==> src/rtl/pps_pkg.sv <==
package pps_pkg;
  localparam logic [7:0] OP_LOAD = 8'h53;
  localparam logic [7:0] OP_PROG = 8'h82;
  localparam logic [7:0] OP_CMP  = 8'h60;
  localparam logic [7:0] OP_POLL = 8'hD7;
  localparam int ST_RDY = 7;
  localparam int ST_MIS = 6;

  typedef enum logic [3:0] {
    S_IDLE, S_DIV, S_PLAN, S_HDR, S_DATA, S_GAP, S_PSEND, S_PCHK, S_NEXT
  } seq_st_t;

  typedef enum logic [1:0] {PH_LOAD, PH_PROG, PH_CMP} seq_ph_t;
endpackage

==> src/rtl/pps_div.sv <==
module pps_div #(
  parameter int NUM_W = 24,
  parameter int DEN_W = 11
) (
  input  logic             clk,
  input  logic             rst,
  input  logic             start,
  input  logic [NUM_W-1:0] num,
  input  logic [DEN_W-1:0] den,
  output logic             done,
  output logic [NUM_W-1:0] quo,
  output logic [DEN_W-1:0] rem
);
  localparam int CW = $clog2(NUM_W + 1);

  logic [NUM_W-1:0] q;
  logic [DEN_W-1:0] r;
  logic [CW-1:0]    cnt;
  logic             run;
  logic [DEN_W:0]   trial;
  logic [DEN_W:0]   diff;
  logic             ge;

  assign trial = {r, q[NUM_W-1]};
  assign diff  = trial - {1'b0, den};
  assign ge    = trial >= {1'b0, den};
  assign quo   = q;
  assign rem   = r;

  always_ff @(posedge clk) begin
    if (rst) begin
      q <= '0; r <= '0; cnt <= '0; run <= 1'b0; done <= 1'b0;
    end else begin
      done <= 1'b0;
      if (start) begin
        q <= num; r <= '0; cnt <= '0; run <= 1'b1;
      end else if (run) begin
        q <= {q[NUM_W-2:0], ge};
        r <= ge ? diff[DEN_W-1:0] : trial[DEN_W-1:0];
        cnt <= cnt + 1'b1;
        if (cnt == CW'(NUM_W - 1)) begin
          run  <= 1'b0;
          done <= 1'b1;
        end
      end
    end
  end
endmodule

==> src/rtl/pps_spi_byte.sv <==
module pps_spi_byte (
  input  logic       clk,
  input  logic       rst,
  input  logic       start,
  input  logic [7:0] tx,
  input  logic       miso,
  output logic       sck,
  output logic       mosi,
  output logic       busy,
  output logic       done,
  output logic [7:0] rx
);
  logic [7:0] sh;
  logic [2:0] bc;
  logic       hi;

  assign mosi = sh[7];

  always_ff @(posedge clk) begin
    if (rst) begin
      sh <= '0; bc <= '0; hi <= 1'b0; sck <= 1'b0;
      busy <= 1'b0; done <= 1'b0; rx <= '0;
    end else begin
      done <= 1'b0;
      if (start && !busy) begin
        sh <= tx; bc <= '0; hi <= 1'b0; sck <= 1'b0; busy <= 1'b1;
      end else if (busy) begin
        if (!hi) begin
          sck <= 1'b1;
          hi  <= 1'b1;
          rx  <= {rx[6:0], miso};
        end else begin
          sck <= 1'b0;
          hi  <= 1'b0;
          sh  <= {sh[6:0], 1'b0};
          bc  <= bc + 1'b1;
          if (bc == 3'd7) begin
            busy <= 1'b0;
            done <= 1'b1;
          end
        end
      end
    end
  end
endmodule

==> src/rtl/pps_geom.sv <==
module pps_geom #(
  parameter int ADDR_W = 24,
  parameter int LEN_W  = 24,
  parameter int PS_W   = 11,
  parameter int SH_W   = 4
) (
  input  logic [ADDR_W-1:0] page,
  input  logic [PS_W-1:0]   off,
  input  logic [LEN_W-1:0]  remain,
  input  logic [PS_W-1:0]   page_size,
  input  logic [SH_W-1:0]   page_shift,
  output logic [LEN_W-1:0]  chunk,
  output logic              partial,
  output logic [ADDR_W-1:0] page_addr,
  output logic [ADDR_W-1:0] prog_addr
);
  logic [PS_W-1:0]  room;
  logic [LEN_W-1:0] room_ext;

  assign room      = page_size - off;
  assign room_ext  = LEN_W'(room);
  assign chunk     = (remain < room_ext) ? remain : room_ext;
  assign partial   = chunk != LEN_W'(page_size);
  assign page_addr = page << page_shift;
  assign prog_addr = page_addr + ADDR_W'(off);
endmodule

==> src/rtl/page_prog_seq.sv <==
module page_prog_seq
  import pps_pkg::*;
#(
  parameter int ADDR_W = 24,
  parameter int LEN_W  = 24,
  parameter int PS_W   = 11,
  parameter int SH_W   = 4
) (
  input  logic              clk,
  input  logic              rst,
  input  logic              start,
  input  logic [ADDR_W-1:0] start_off,
  input  logic [LEN_W-1:0]  length,
  input  logic [PS_W-1:0]   page_size,
  input  logic [SH_W-1:0]   page_shift,
  input  logic              verify_en,
  input  logic [7:0]        src_data,
  input  logic              src_valid,
  output logic              src_ready,
  output logic              spi_sck,
  output logic              spi_cs_n,
  output logic              spi_mosi,
  input  logic              spi_miso,
  output logic              busy,
  output logic              done,
  output logic              error,
  output logic [ADDR_W-1:0] err_page
);
  seq_st_t            st;
  seq_ph_t            ph;
  logic [ADDR_W-1:0]  page;
  logic [PS_W-1:0]    off;
  logic [LEN_W-1:0]   remain;
  logic [LEN_W-1:0]   chunk_r;
  logic [LEN_W-1:0]   dcnt;
  logic [1:0]         idx;
  logic               inflight;
  logic [7:0]         stat;
  logic [PS_W-1:0]    ps_r;
  logic [SH_W-1:0]    sh_r;
  logic               ver_r;

  logic               div_start, div_done;
  logic [ADDR_W-1:0]  div_q;
  logic [PS_W-1:0]    div_r;
  logic [LEN_W-1:0]   g_chunk;
  logic               g_partial;
  logic [ADDR_W-1:0]  g_page_addr, g_prog_addr;
  logic               spi_start, spi_busy, spi_done;
  logic [7:0]         spi_tx, spi_rx;
  logic [7:0]         hdr_byte;
  logic [ADDR_W-1:0]  hdr_addr;
  logic [23:0]        addr24;

  assign busy      = st != S_IDLE;
  assign div_start = (st == S_IDLE) && start && (length != '0);

  pps_div #(.NUM_W(ADDR_W), .DEN_W(PS_W)) u_div (
    .clk(clk), .rst(rst), .start(div_start), .num(start_off), .den(page_size),
    .done(div_done), .quo(div_q), .rem(div_r)
  );

  pps_geom #(.ADDR_W(ADDR_W), .LEN_W(LEN_W), .PS_W(PS_W), .SH_W(SH_W)) u_geom (
    .page(page), .off(off), .remain(remain), .page_size(ps_r), .page_shift(sh_r),
    .chunk(g_chunk), .partial(g_partial), .page_addr(g_page_addr), .prog_addr(g_prog_addr)
  );

  // Header byte select: opcode, then address MSB first.
  assign hdr_addr = (ph == PH_PROG) ? g_prog_addr : g_page_addr;
  assign addr24   = 24'(hdr_addr);
  always_comb begin
    case (idx)
      2'd0: case (ph)
              PH_LOAD: hdr_byte = OP_LOAD;
              PH_PROG: hdr_byte = OP_PROG;
              default: hdr_byte = OP_CMP;
            endcase
      2'd1: hdr_byte = addr24[23:16];
      2'd2: hdr_byte = addr24[15:8];
      default: hdr_byte = addr24[7:0];
    endcase
  end

  assign src_ready = (st == S_DATA) && !inflight && (dcnt != '0);
  assign spi_start = (!inflight && ((st == S_HDR) || (st == S_PSEND))) ||
                     (src_valid && src_ready);
  always_comb begin
    if (st == S_DATA)       spi_tx = src_data;
    else if (st == S_PSEND) spi_tx = (idx == 2'd0) ? OP_POLL : 8'h00;
    else                    spi_tx = hdr_byte;
  end

  pps_spi_byte u_spi (
    .clk(clk), .rst(rst), .start(spi_start), .tx(spi_tx), .miso(spi_miso),
    .sck(spi_sck), .mosi(spi_mosi), .busy(spi_busy), .done(spi_done), .rx(spi_rx)
  );

  always_ff @(posedge clk) begin
    if (rst) begin
      st <= S_IDLE; ph <= PH_PROG; page <= '0; off <= '0; remain <= '0;
      chunk_r <= '0; dcnt <= '0; idx <= '0; inflight <= 1'b0; stat <= '0;
      ps_r <= '0; sh_r <= '0; ver_r <= 1'b0; spi_cs_n <= 1'b1;
      done <= 1'b0; error <= 1'b0; err_page <= '0;
    end else begin
      done <= 1'b0;
      if (spi_start)     inflight <= 1'b1;
      else if (spi_done) inflight <= 1'b0;
      case (st)
        S_IDLE: if (start) begin
          error <= 1'b0;
          ps_r  <= page_size;
          sh_r  <= page_shift;
          ver_r <= verify_en;
          if (length == '0) done <= 1'b1;
          else begin
            remain <= length;
            st     <= S_DIV;
          end
        end
        S_DIV: if (div_done) begin
          page <= div_q;
          off  <= div_r;
          st   <= S_PLAN;
        end
        S_PLAN: begin
          chunk_r  <= g_chunk;
          ph       <= g_partial ? PH_LOAD : PH_PROG;
          idx      <= '0;
          spi_cs_n <= 1'b0;
          st       <= S_HDR;
        end
        S_HDR: if (spi_done) begin
          idx <= idx + 1'b1;
          if (idx == 2'd3) begin
            if (ph == PH_PROG) begin
              dcnt <= chunk_r;
              st   <= S_DATA;
            end else begin
              spi_cs_n <= 1'b1;
              st       <= S_GAP;
            end
          end
        end
        S_DATA: begin
          if (src_valid && src_ready) dcnt <= dcnt - 1'b1;
          if (dcnt == '0 && !inflight) begin
            spi_cs_n <= 1'b1;
            st       <= S_GAP;
          end
        end
        S_GAP: begin
          idx      <= '0;
          spi_cs_n <= 1'b0;
          st       <= S_PSEND;
        end
        S_PSEND: if (spi_done) begin
          idx <= idx + 1'b1;
          if (idx == 2'd1) begin
            stat     <= spi_rx;
            spi_cs_n <= 1'b1;
            st       <= S_PCHK;
          end
        end
        S_PCHK: begin
          idx <= '0;
          if (!stat[ST_RDY]) begin
            spi_cs_n <= 1'b0;
            st       <= S_PSEND;
          end else begin
            case (ph)
              PH_LOAD: begin
                ph <= PH_PROG; spi_cs_n <= 1'b0; st <= S_HDR;
              end
              PH_PROG: if (ver_r) begin
                ph <= PH_CMP; spi_cs_n <= 1'b0; st <= S_HDR;
              end else st <= S_NEXT;
              default: if (stat[ST_MIS]) begin
                error    <= 1'b1;
                err_page <= page;
                done     <= 1'b1;
                st       <= S_IDLE;
              end else st <= S_NEXT;
            endcase
          end
        end
        S_NEXT: begin
          remain <= remain - chunk_r;
          page   <= page + 1'b1;
          off    <= '0;
          if (remain == chunk_r) begin
            done <= 1'b1;
            st   <= S_IDLE;
          end else st <= S_PLAN;
        end
        default: st <= S_IDLE;
      endcase
    end
  end
endmodule

==> config.mk <==
export PLATFORM = sky130hd
export DESIGN_NAME = page_prog_seq
export DESIGN_NICKNAME = d
export VERILOG_FILES = /design/src/rtl/pps_pkg.sv /design/src/rtl/pps_div.sv /design/src/rtl/pps_spi_byte.sv /design/src/rtl/pps_geom.sv /design/src/rtl/page_prog_seq.sv
export SDC_FILE = /design/constraint.sdc
export NUM_CORES = 1
export LEC_CHECK = 0
export ABC_CLOCK_PERIOD_IN_PS = 8200
export BUFFER_PORTS_ARGS = -buffer_cell sky130_fd_sc_hd__buf_2
export CAP_MARGIN = 40
export CORE_UTILIZATION = 55
export DETAILED_ROUTE_END_ITERATION = 8
export PLACE_DENSITY = 0.81
export SLEW_MARGIN = 15
export SYNTH_ARGS = -nofsm -noshare
export SYNTH_HDL_FRONTEND = slang
export SYNTH_HIERARCHICAL = 1
export SYNTH_SLANG_ARGS = --single-unit
export TNS_END_PERCENT = 5
==> constraint.sdc <==
create_clock -name clk -period 8.2 [get_ports clk]
set_input_delay 0.82 -clock clk [delete_from_list [all_inputs] [get_ports clk]]
set_output_delay 0.82 -clock clk [all_outputs]
set_load 0.05 [all_outputs]
==> flow_metrics.py, run 1 <==
metrics = {
    "outcome": {
        "status": "finished, final reports clean",
    },
    "setup_path": {
        "crit_path_start_kind": "flop",
        "worst_path_largest_cell_delay_ps": 550,
        "slowest_stage": "or4_1",
        "cp_num_buf_inv": 2,
        "crit_family": "compound AO/OA/AOI/OAI gates",
        "cp_max_fo": 19,
        "worstPathArrival_ps": 5760,
        "required_ps": 8690,
        "worstSetupPathType": "reg2reg",
        "endpoint_kind": "flop",
        "crit_chain": "inv_1 > ha_1 > inv_1 > fa_1 > a211oi_1 > o21ai_0 > a31o_2 > a21oi_1 > xnor2_1 > xor2_1 > ha_1 > nor4_1 > nand4_1 > a21oi_2 > nand2_2 > or3_1 > o221ai_1 > o21ai_1 > or4_1 > a221oi_1 > a311o_1",
    },
    "power_and_ir_drop": {
        "seqPwrFrac_pct": 35.0,
        "pwr-share-comb_pct": 28.8,
        "leakagePower_nw": 6.77,
        "switching_share_pct": 33.2,
        "powerDensity_nw_per_um2": 203,
        "total_power_mw": 3.52,
        "p_int_mw": 2.35,
        "clkPwrFrac_pct": 36.2,
        "switchingPower_mw": 1.17,
        "vdd_drop_max_v": 0.000135,
    },
    "global_routing": {
        "grt_max_degree": 121,
        "grt_pass1_vias": 14415,
        "grt_overflow_total": 0,
        "track_usage_pct": 30.8,
        "antenna_found_initial": 0,
        "grt_pass1_wl_mm": 73.1,
    },
    "drt": {
        "avgRoutedWirePerCell_um": 18.2,
        "drt_iter0_drc": 1524,
        "ant_nets": 0,
        "via_per_inst": 6.23,
        "vias": 15545,
        "drc": 0,
        "drt_pass1_iterations": 5,
        "wl_mm": 45.4,
    },
    "finish": {
        "nets": 2254,
        "area_delta_synth_final_pct": 10.3,
        "stdcell_count": 2496,
        "final_core_util_pct": 62.1,
        "drive_above_1_share_pct": 12.2,
        "antenna_cells": 0,
    },
    "die": {
        "row_count": 61,
        "fp.dieArea_um2": 29300,
        "core_um2": 27900,
        "die_h_um": 171,
        "initial_core_util_pct": 56.3,
        "io_pins": 108,
        "die-width_um": 171,
    },
    "clock_network": {
        "clock_path_buffers": 3,
        "clock-root-buffer": "clkbuf_16",
        "cts_tree": "done",
        "htree_levels": 1,
        "clock_latency_ps": 550,
        "numCtsBuffers": 26,
        "cts_sinks": 225,
        "post_cts_buffers": 0,
        "cts_hold_buf": 0,
        "cts_resized": 0,
        "clkTransAtPathRegs_ps": 60,
    },
    "sta": {
        "rsz0062_at_grt": "no",
        "fin_skew_ps": 13.4,
        "hold_viol": 0,
        "whs_ps": 449,
        "finalSetupViolCount": 0,
        "tightestPinTransition_ps": 873,
        "finalCritPeriodShare_pct": 64.3,
        "fmax_mhz": 190,
        "min_period_ps": 5270,
        "relSlewSlack_pct": 41.7,
        "setup_tns_ps": 0,
        "slew_viol_final": 0,
    },
    "synth": {
        "syn-cell-area_um2": 15700,
        "async_flop_share_pct": 0,
        "ys_ff_latch": 225,
        "ys_seq_area_share_pct": 28.7,
        "synth_warnings": 6,
        "synth_flop_cell": "dfxtp_1",
        "synth-edff-count": 0,
        "avgSynthCellArea_um2": 7.63,
        "syn_inst": 2060,
        "ys_types": 105,
    },
    "placement": {
        "gp_congestion": 0.965,
        "dp_cells": 2444,
        "hpwl_mm": 32.7,
        "io_buffers": 107,
    },
    "run": {
        "cap_violations": 0,
    },
    "min_path": {
        "hold_class": "reg2reg",
    },
}
## power by group through the flow
stage          clock network (mW)  logic (mW)  registers [mW]
6_report                     1.27        1.01            1.23
5_1_grt                      1.34        1.11            1.24
4_1_cts                      1.29       0.975            1.24
3_5_place_dp                    0       0.962            1.26
3_3_place_gp                    0       0.934            1.26
2_1_floorplan                   0       0.791            1.22
## path summary, 6_finish.rpt
kind | slack [ps] | from | cells after the start | endpoint
hold / removal | 450 | err_page[10]$_SDFFE_PP0P_ | 2 | err_page[10]$_SDFFE_PP0P_
hold reg to reg | 450 | err_page[10]$_SDFFE_PP0P_ | 2 | err_page[10]$_SDFFE_PP0P_
setup reg to reg | 2930 | ps_r[0]$_SDFFE_PP0P_ | 21 | ph[0]$_SDFFE_PP1P_
setup / recovery | 2930 | ps_r[0]$_SDFFE_PP0P_ | 21 | ph[0]$_SDFFE_PP1P_
## tightest hold or removal path, delay by kind of cell (launching register included)
kind,cells,cell delay [ps]
AND/OR/NAND/NOR,1,50
flip-flops,1,300
AO/OA/AOI/OAI,1,50
## sequential cells by signal, indices dropped and copies added (netlist names), 11 cells and up
signal / cells
err_page: 24
off: 11
u_div/quo: 24
remain: 24
page: 24
ps_r: 11
u_div/rem: 11
dcnt: 24
chunk_r: 24
## stage by stage
| step | area [um2] | worst slack (ps) |
|---|---|---|
| detailed placement | 16300 | 3130 |
| CTS | 17300 | 3040 |
| floorplan | 15800 | 3830 |
| global route | 17300 | 2560 |
| global placement | 16200 | 3260 |
| finish | 17300 | 2930 |
## cells in the mapped netlist (33+ instances only)
library cell	instances	area share, %
inv_1	89	2.1
a22oi_1	33	1.6
clkbuf_1	83	2.0
nor3_1	52	1.7
dfxtp_1	225	29
a21oi_1	229	7.3
nand3_1	42	1.3
nand2_1	324	7.7
xnor2_1	49	2.7
nor2_1	214	5.1
ha_1	75	6.0
o21ai_0	86	2.7
mux2i_1	65	4.1
## layer usage
metal | GRT usage [%] | up-vias | part of all wire (%)
li1 | - | 7433 | -
met1 | 39.2 | 7253 | 42
met2 | 51.6 | 704 | 47
met3 | 4.40 | 155 | 7.4
met4 | 13.9 | 0 | 4.3
met5 | 0 | - | 0
## logic make-up (layout without fill, tap and decap cells)
| group | after synthesis | after routing | share of synthesized area, % |
|---|---|---|---|
| other | 1 | 13 | 0.0239 |
| DFF | 225 | 225 | 28.7 |
| and+or+nand+nor | 788 | 788 | 23.3 |
| muxes | 98 | 98 | 7.86 |
| buffers and inverters | 225 | 271 | 6.53 |
| AOI/OAI and AO/OA | 569 | 569 | 22.9 |
| xor gates and xnor gates | 75 | 75 | 4.27 |
| adders and majority gates | 79 | 79 | 6.48 |
## layout by cell type, fill, tap and decap left out, drive strengths merged, types with 21 or more instances in the layout
master / n
buf: 131
nor3: 58
ha: 75
dfxtp: 225
xor2: 25
nand3: 42
a211oi: 21
a31oi: 25
a21oi: 232
a22oi: 33
mux2i: 65
nand2: 325
nand4: 23
inv: 91
nor2: 217
clkbuf: 41
xnor2: 49
o21ai: 93
## layout make-up
cell class,count,area (um2)
clock buffer,41,808
tap,378,473
clock inverter,7,140
inverter,92,345
fill,2495,10600
sequential,225,4510
multi-input combinational,1622,10200
timing repair buffer,131,825
No activity file was read; power rests on OpenSTA's default activity.
==> inputs of run 2 (changes only) <==
--- a/config.mk
+++ b/config.mk
@@ -5,12 +5,13 @@
 export SDC_FILE = /design/constraint.sdc
 export NUM_CORES = 1
 export LEC_CHECK = 0
-export ABC_CLOCK_PERIOD_IN_PS = 8200
+export ABC_AREA = 1
+export ABC_CLOCK_PERIOD_IN_PS = 5400
 export BUFFER_PORTS_ARGS = -buffer_cell sky130_fd_sc_hd__buf_2
 export CAP_MARGIN = 40
 export CORE_UTILIZATION = 55
 export DETAILED_ROUTE_END_ITERATION = 8
-export PLACE_DENSITY = 0.81
+export PLACE_DENSITY = 0.8
 export SLEW_MARGIN = 15
 export SYNTH_ARGS = -nofsm -noshare
 export SYNTH_HDL_FRONTEND = slang
==> constraint.sdc (replaced) <==
create_clock -name clk -period 5.4 [get_ports clk]
set_input_delay 0.54 -clock clk [delete_from_list [all_inputs] [get_ports clk]]
set_output_delay 0.54 -clock clk [all_outputs]
set_load 0.05 [all_outputs]
==> run 2 against run 1 <==
Compared with the run above: synthesized cell count up 37%; the run now ends with DRC left; highest routed layer is now met5; sequential power up 82%; cell count up 32%; wire length up 14%; clock skew up 2.3 ps; non-clock buffer count down 14; hold slack worse by 200 ps; largest cell class unchanged; via count up 17%; flip-flop and latch count unchanged.
==> flow_metrics.py, run 2 <==
metrics = {
    "synth": {
        "syn-cell-area_um2": 17100,
        "ys_seq_area_share_pct": 26.4,
        "yosys.area.top_type": "dfxtp_1",
        "synth.area.top_cells": "dfxtp_1, nand2_1, inv_1",
        "syn_inst": 2825,
        "yosysTopAreaCellShare_pct": 26.4,
        "ys_ff_latch": 225,
        "ys_types": 62,
        "avgSynthCellArea_um2": 6.04,
        "synth_flop_cell": "dfxtp_1",
        "synth_commonest_cells": "nand2_1, inv_1, nor2_1, dfxtp_1, o21ai_0",
        "synth-edff-count": 0,
        "synth.most_common_cell": "nand2_1",
        "synth_warnings": 6,
        "async_flop_share_pct": 0,
    },
    "finish": {
        "nets": 3025,
        "layout_common_cells": "nand2_1, inv_1, nor2_1",
        "drive_above_1_share_pct": 9.56,
        "mostFrequentLayoutCell": "nand2_1",
        "area_delta_synth_final_pct": 8.32,
    },
    "global_routing": {
        "grt_pass1_wl_mm": 83.7,
        "track_usage_pct": 32.5,
        "antenna_found_initial": 2,
        "grt_max_degree": 86,
        "grt_overflow_total": 0,
        "grt_pass1_vias": 16945,
    },
    "clock_network": {
        "cts_tree": "done",
        "cts_sinks": 225,
        "clock-root-buffer": "clkbuf_16",
        "cts_resized": 0,
        "clkTransAtPathRegs_ps": 60,
        "post_cts_buffers": 0,
        "cts_hold_buf": 0,
        "htree_levels": 1,
        "clock_latency_ps": 540,
        "numCtsBuffers": 26,
        "clock_path_buffers": 3,
    },
    "setup_path": {
        "cp_common_cell": "nand2_1",
        "worst_path_largest_cell_delay_ps": 900,
        "slowest_stage": "dfxtp_1",
        "worstPathArrival_ps": 5160,
        "endpoint_kind": "flop",
        "cp_num_buf_inv": 4,
        "crit_family": "compound AO/OA/AOI/OAI gates",
        "required_ps": 5820,
        "worstSetupPathType": "reg2reg",
        "cp_max_fo": 28,
        "crit_path_start_kind": "flop",
    },
    "drt": {
        "drc": 2,
        "drt_pass1_iterations": 7,
        "avgRoutedWirePerCell_um": 15.8,
        "drt_iter0_drc": 1560,
        "ant_nets": 0,
        "wl_mm": 51.8,
        "via_per_inst": 5.55,
        "vias": 18236,
    },
    "sta": {
        "fin_skew_ps": 15.7,
        "rsz0062_at_grt": "no",
        "setup_tns_ps": 0,
        "hold_viol": 0,
        "slew_viol_final": 0,
        "finalSetupViolCount": 0,
        "relSlewSlack_pct": 41.1,
        "worst_slack_ps": 659,
        "min_period_ps": 4740,
        "finalCritPeriodShare_pct": 87.8,
        "tightestPinTransition_ps": 882,
        "fmax_mhz": 211,
        "whs_ps": 250,
    },
    "outcome": {
        "violations": "DRC",
        "status": "finished with violations",
    },
    "die": {
        "io_pins": 108,
        "die_h_um": 178,
        "row_count": 64,
        "initial_core_util_pct": 55.8,
        "core_um2": 30600,
        "die-width_um": 178,
        "fp.dieArea_um2": 31800,
    },
    "power_and_ir_drop": {
        "switchingPower_mw": 4.76,
        "pwr-share-comb_pct": 57.3,
        "leakagePower_nw": 9.26,
        "p_int_mw": 4.81,
        "powerDensity_nw_per_um2": 518,
        "vdd_drop_max_v": 0.000380,
        "seqPwrFrac_pct": 23.4,
        "clkPwrFrac_pct": 19.3,
        "switching_share_pct": 49.7,
        "total_power_mw": 9.57,
    },
    "placement": {
        "dp_slack_ps": 848,
        "io_buffers": 107,
        "gp_congestion": 0.973,
        "hpwl_mm": 39.3,
    },
    "run": {
        "cap_violations": 0,
    },
    "min_path": {
        "hold_class": "in2reg",
    },
}
run 2: cell types whose count changed after synthesis, sizes merged, moves of 41 or more:
cell,change
inv,+327
nand3,+178
nor2,+116
a21oi,-71
o21ai,+168
xnor2,-41
clkbuf,-46
nand2,+472
mux2i,-65
run 2: cell families (layout without fill, tap and decap cells):
| family | count (synthesis) | after routing | synth area share [%] |
|---|---|---|---|
| AOI/OAI and AO/OA | 493 | 493 | 15.7 |
| xor gates and xnor gates | 37 | 37 | 1.94 |
| adders and majority gates | 79 | 79 | 5.96 |
| buffers and inverters | 532 | 583 | 13.1 |
| DFF | 225 | 225 | 26.4 |
| other | 1 | 14 | 0.0220 |
| and+or+nand+nor | 1458 | 1458 | 36.9 |
run 2: final timing paths:
path	start	endpoint	slack, ps	cells past startpoint
setup reg to reg	sh_r[1]$_SDFFE_PP0P_	u_spi/sh[1]$_SDFFE_PP0P_	660	26
hold / removal	page_size[5]	ps_r[5]$_SDFFE_PP0P_	250	3
setup / recovery	sh_r[1]$_SDFFE_PP0P_	u_spi/sh[1]$_SDFFE_PP0P_	660	26
hold reg to reg	u_spi/bc[2]$_SDFFE_PP0P_	u_spi/bc[2]$_SDFFE_PP0P_	480	2
run 2: worst register-to-register path: cells and delay by family (launching register included):
kind                       cells  cell delay [ps]
xor gates and xnor gates       1              130
adders and majority gates      1              310
buffers and inverters          4              720
AOI/OAI and AO/OA              8             1440
and+or+nand+nor               12             1140
DFF                            1              900
run 2: layer usage:
layer	part of all wire [%]	wire, um	track usage [%]
met1	43	22200	40.7
met5	0.027	14	0
met3	6.0	3100	3.47
met4	3.9	2000	12.6
met2	47	24500	56.8
run 2: per-stage QoR:
stage | util, % | std cells | cell area, um2
6_report | 60.5 | 3285 | 18500
5_1_grt | 60.5 | 3284 | 18500
4_1_cts | 60.4 | 3283 | 18500
3_5_place_dp | 57.5 | 3236 | 17600
3_3_place_gp | 57.4 | 3234 | 17500
2_1_floorplan | - | 2837 | 17100
run 2: area by class of cell:
cell class | count | area [um2]
Clock buffer | 35 | 746
Clock inverter | 12 | 149
Timing Repair Buffer | 117 | 638
Multi-Input combinational cell | 2080 | 10400
Sequential cell | 225 | 4500
Fill cell | 2963 | 12100
Tap cell | 396 | 495
Antenna cell | 1 | 2.50
Inverter | 419 | 1580
run 2: power groups by stage:
stage | registers, mW | clock network, mW | logic (mW)
after floorplan | 2.15 | 0 | 4.28
after global placement | 2.26 | 0 | 5.24
after detailed placement | 2.26 | 0 | 5.36
after CTS | 2.23 | 1.86 | 5.39
after global routing | 2.28 | 1.94 | 6.20
final | 2.24 | 1.85 | 5.48
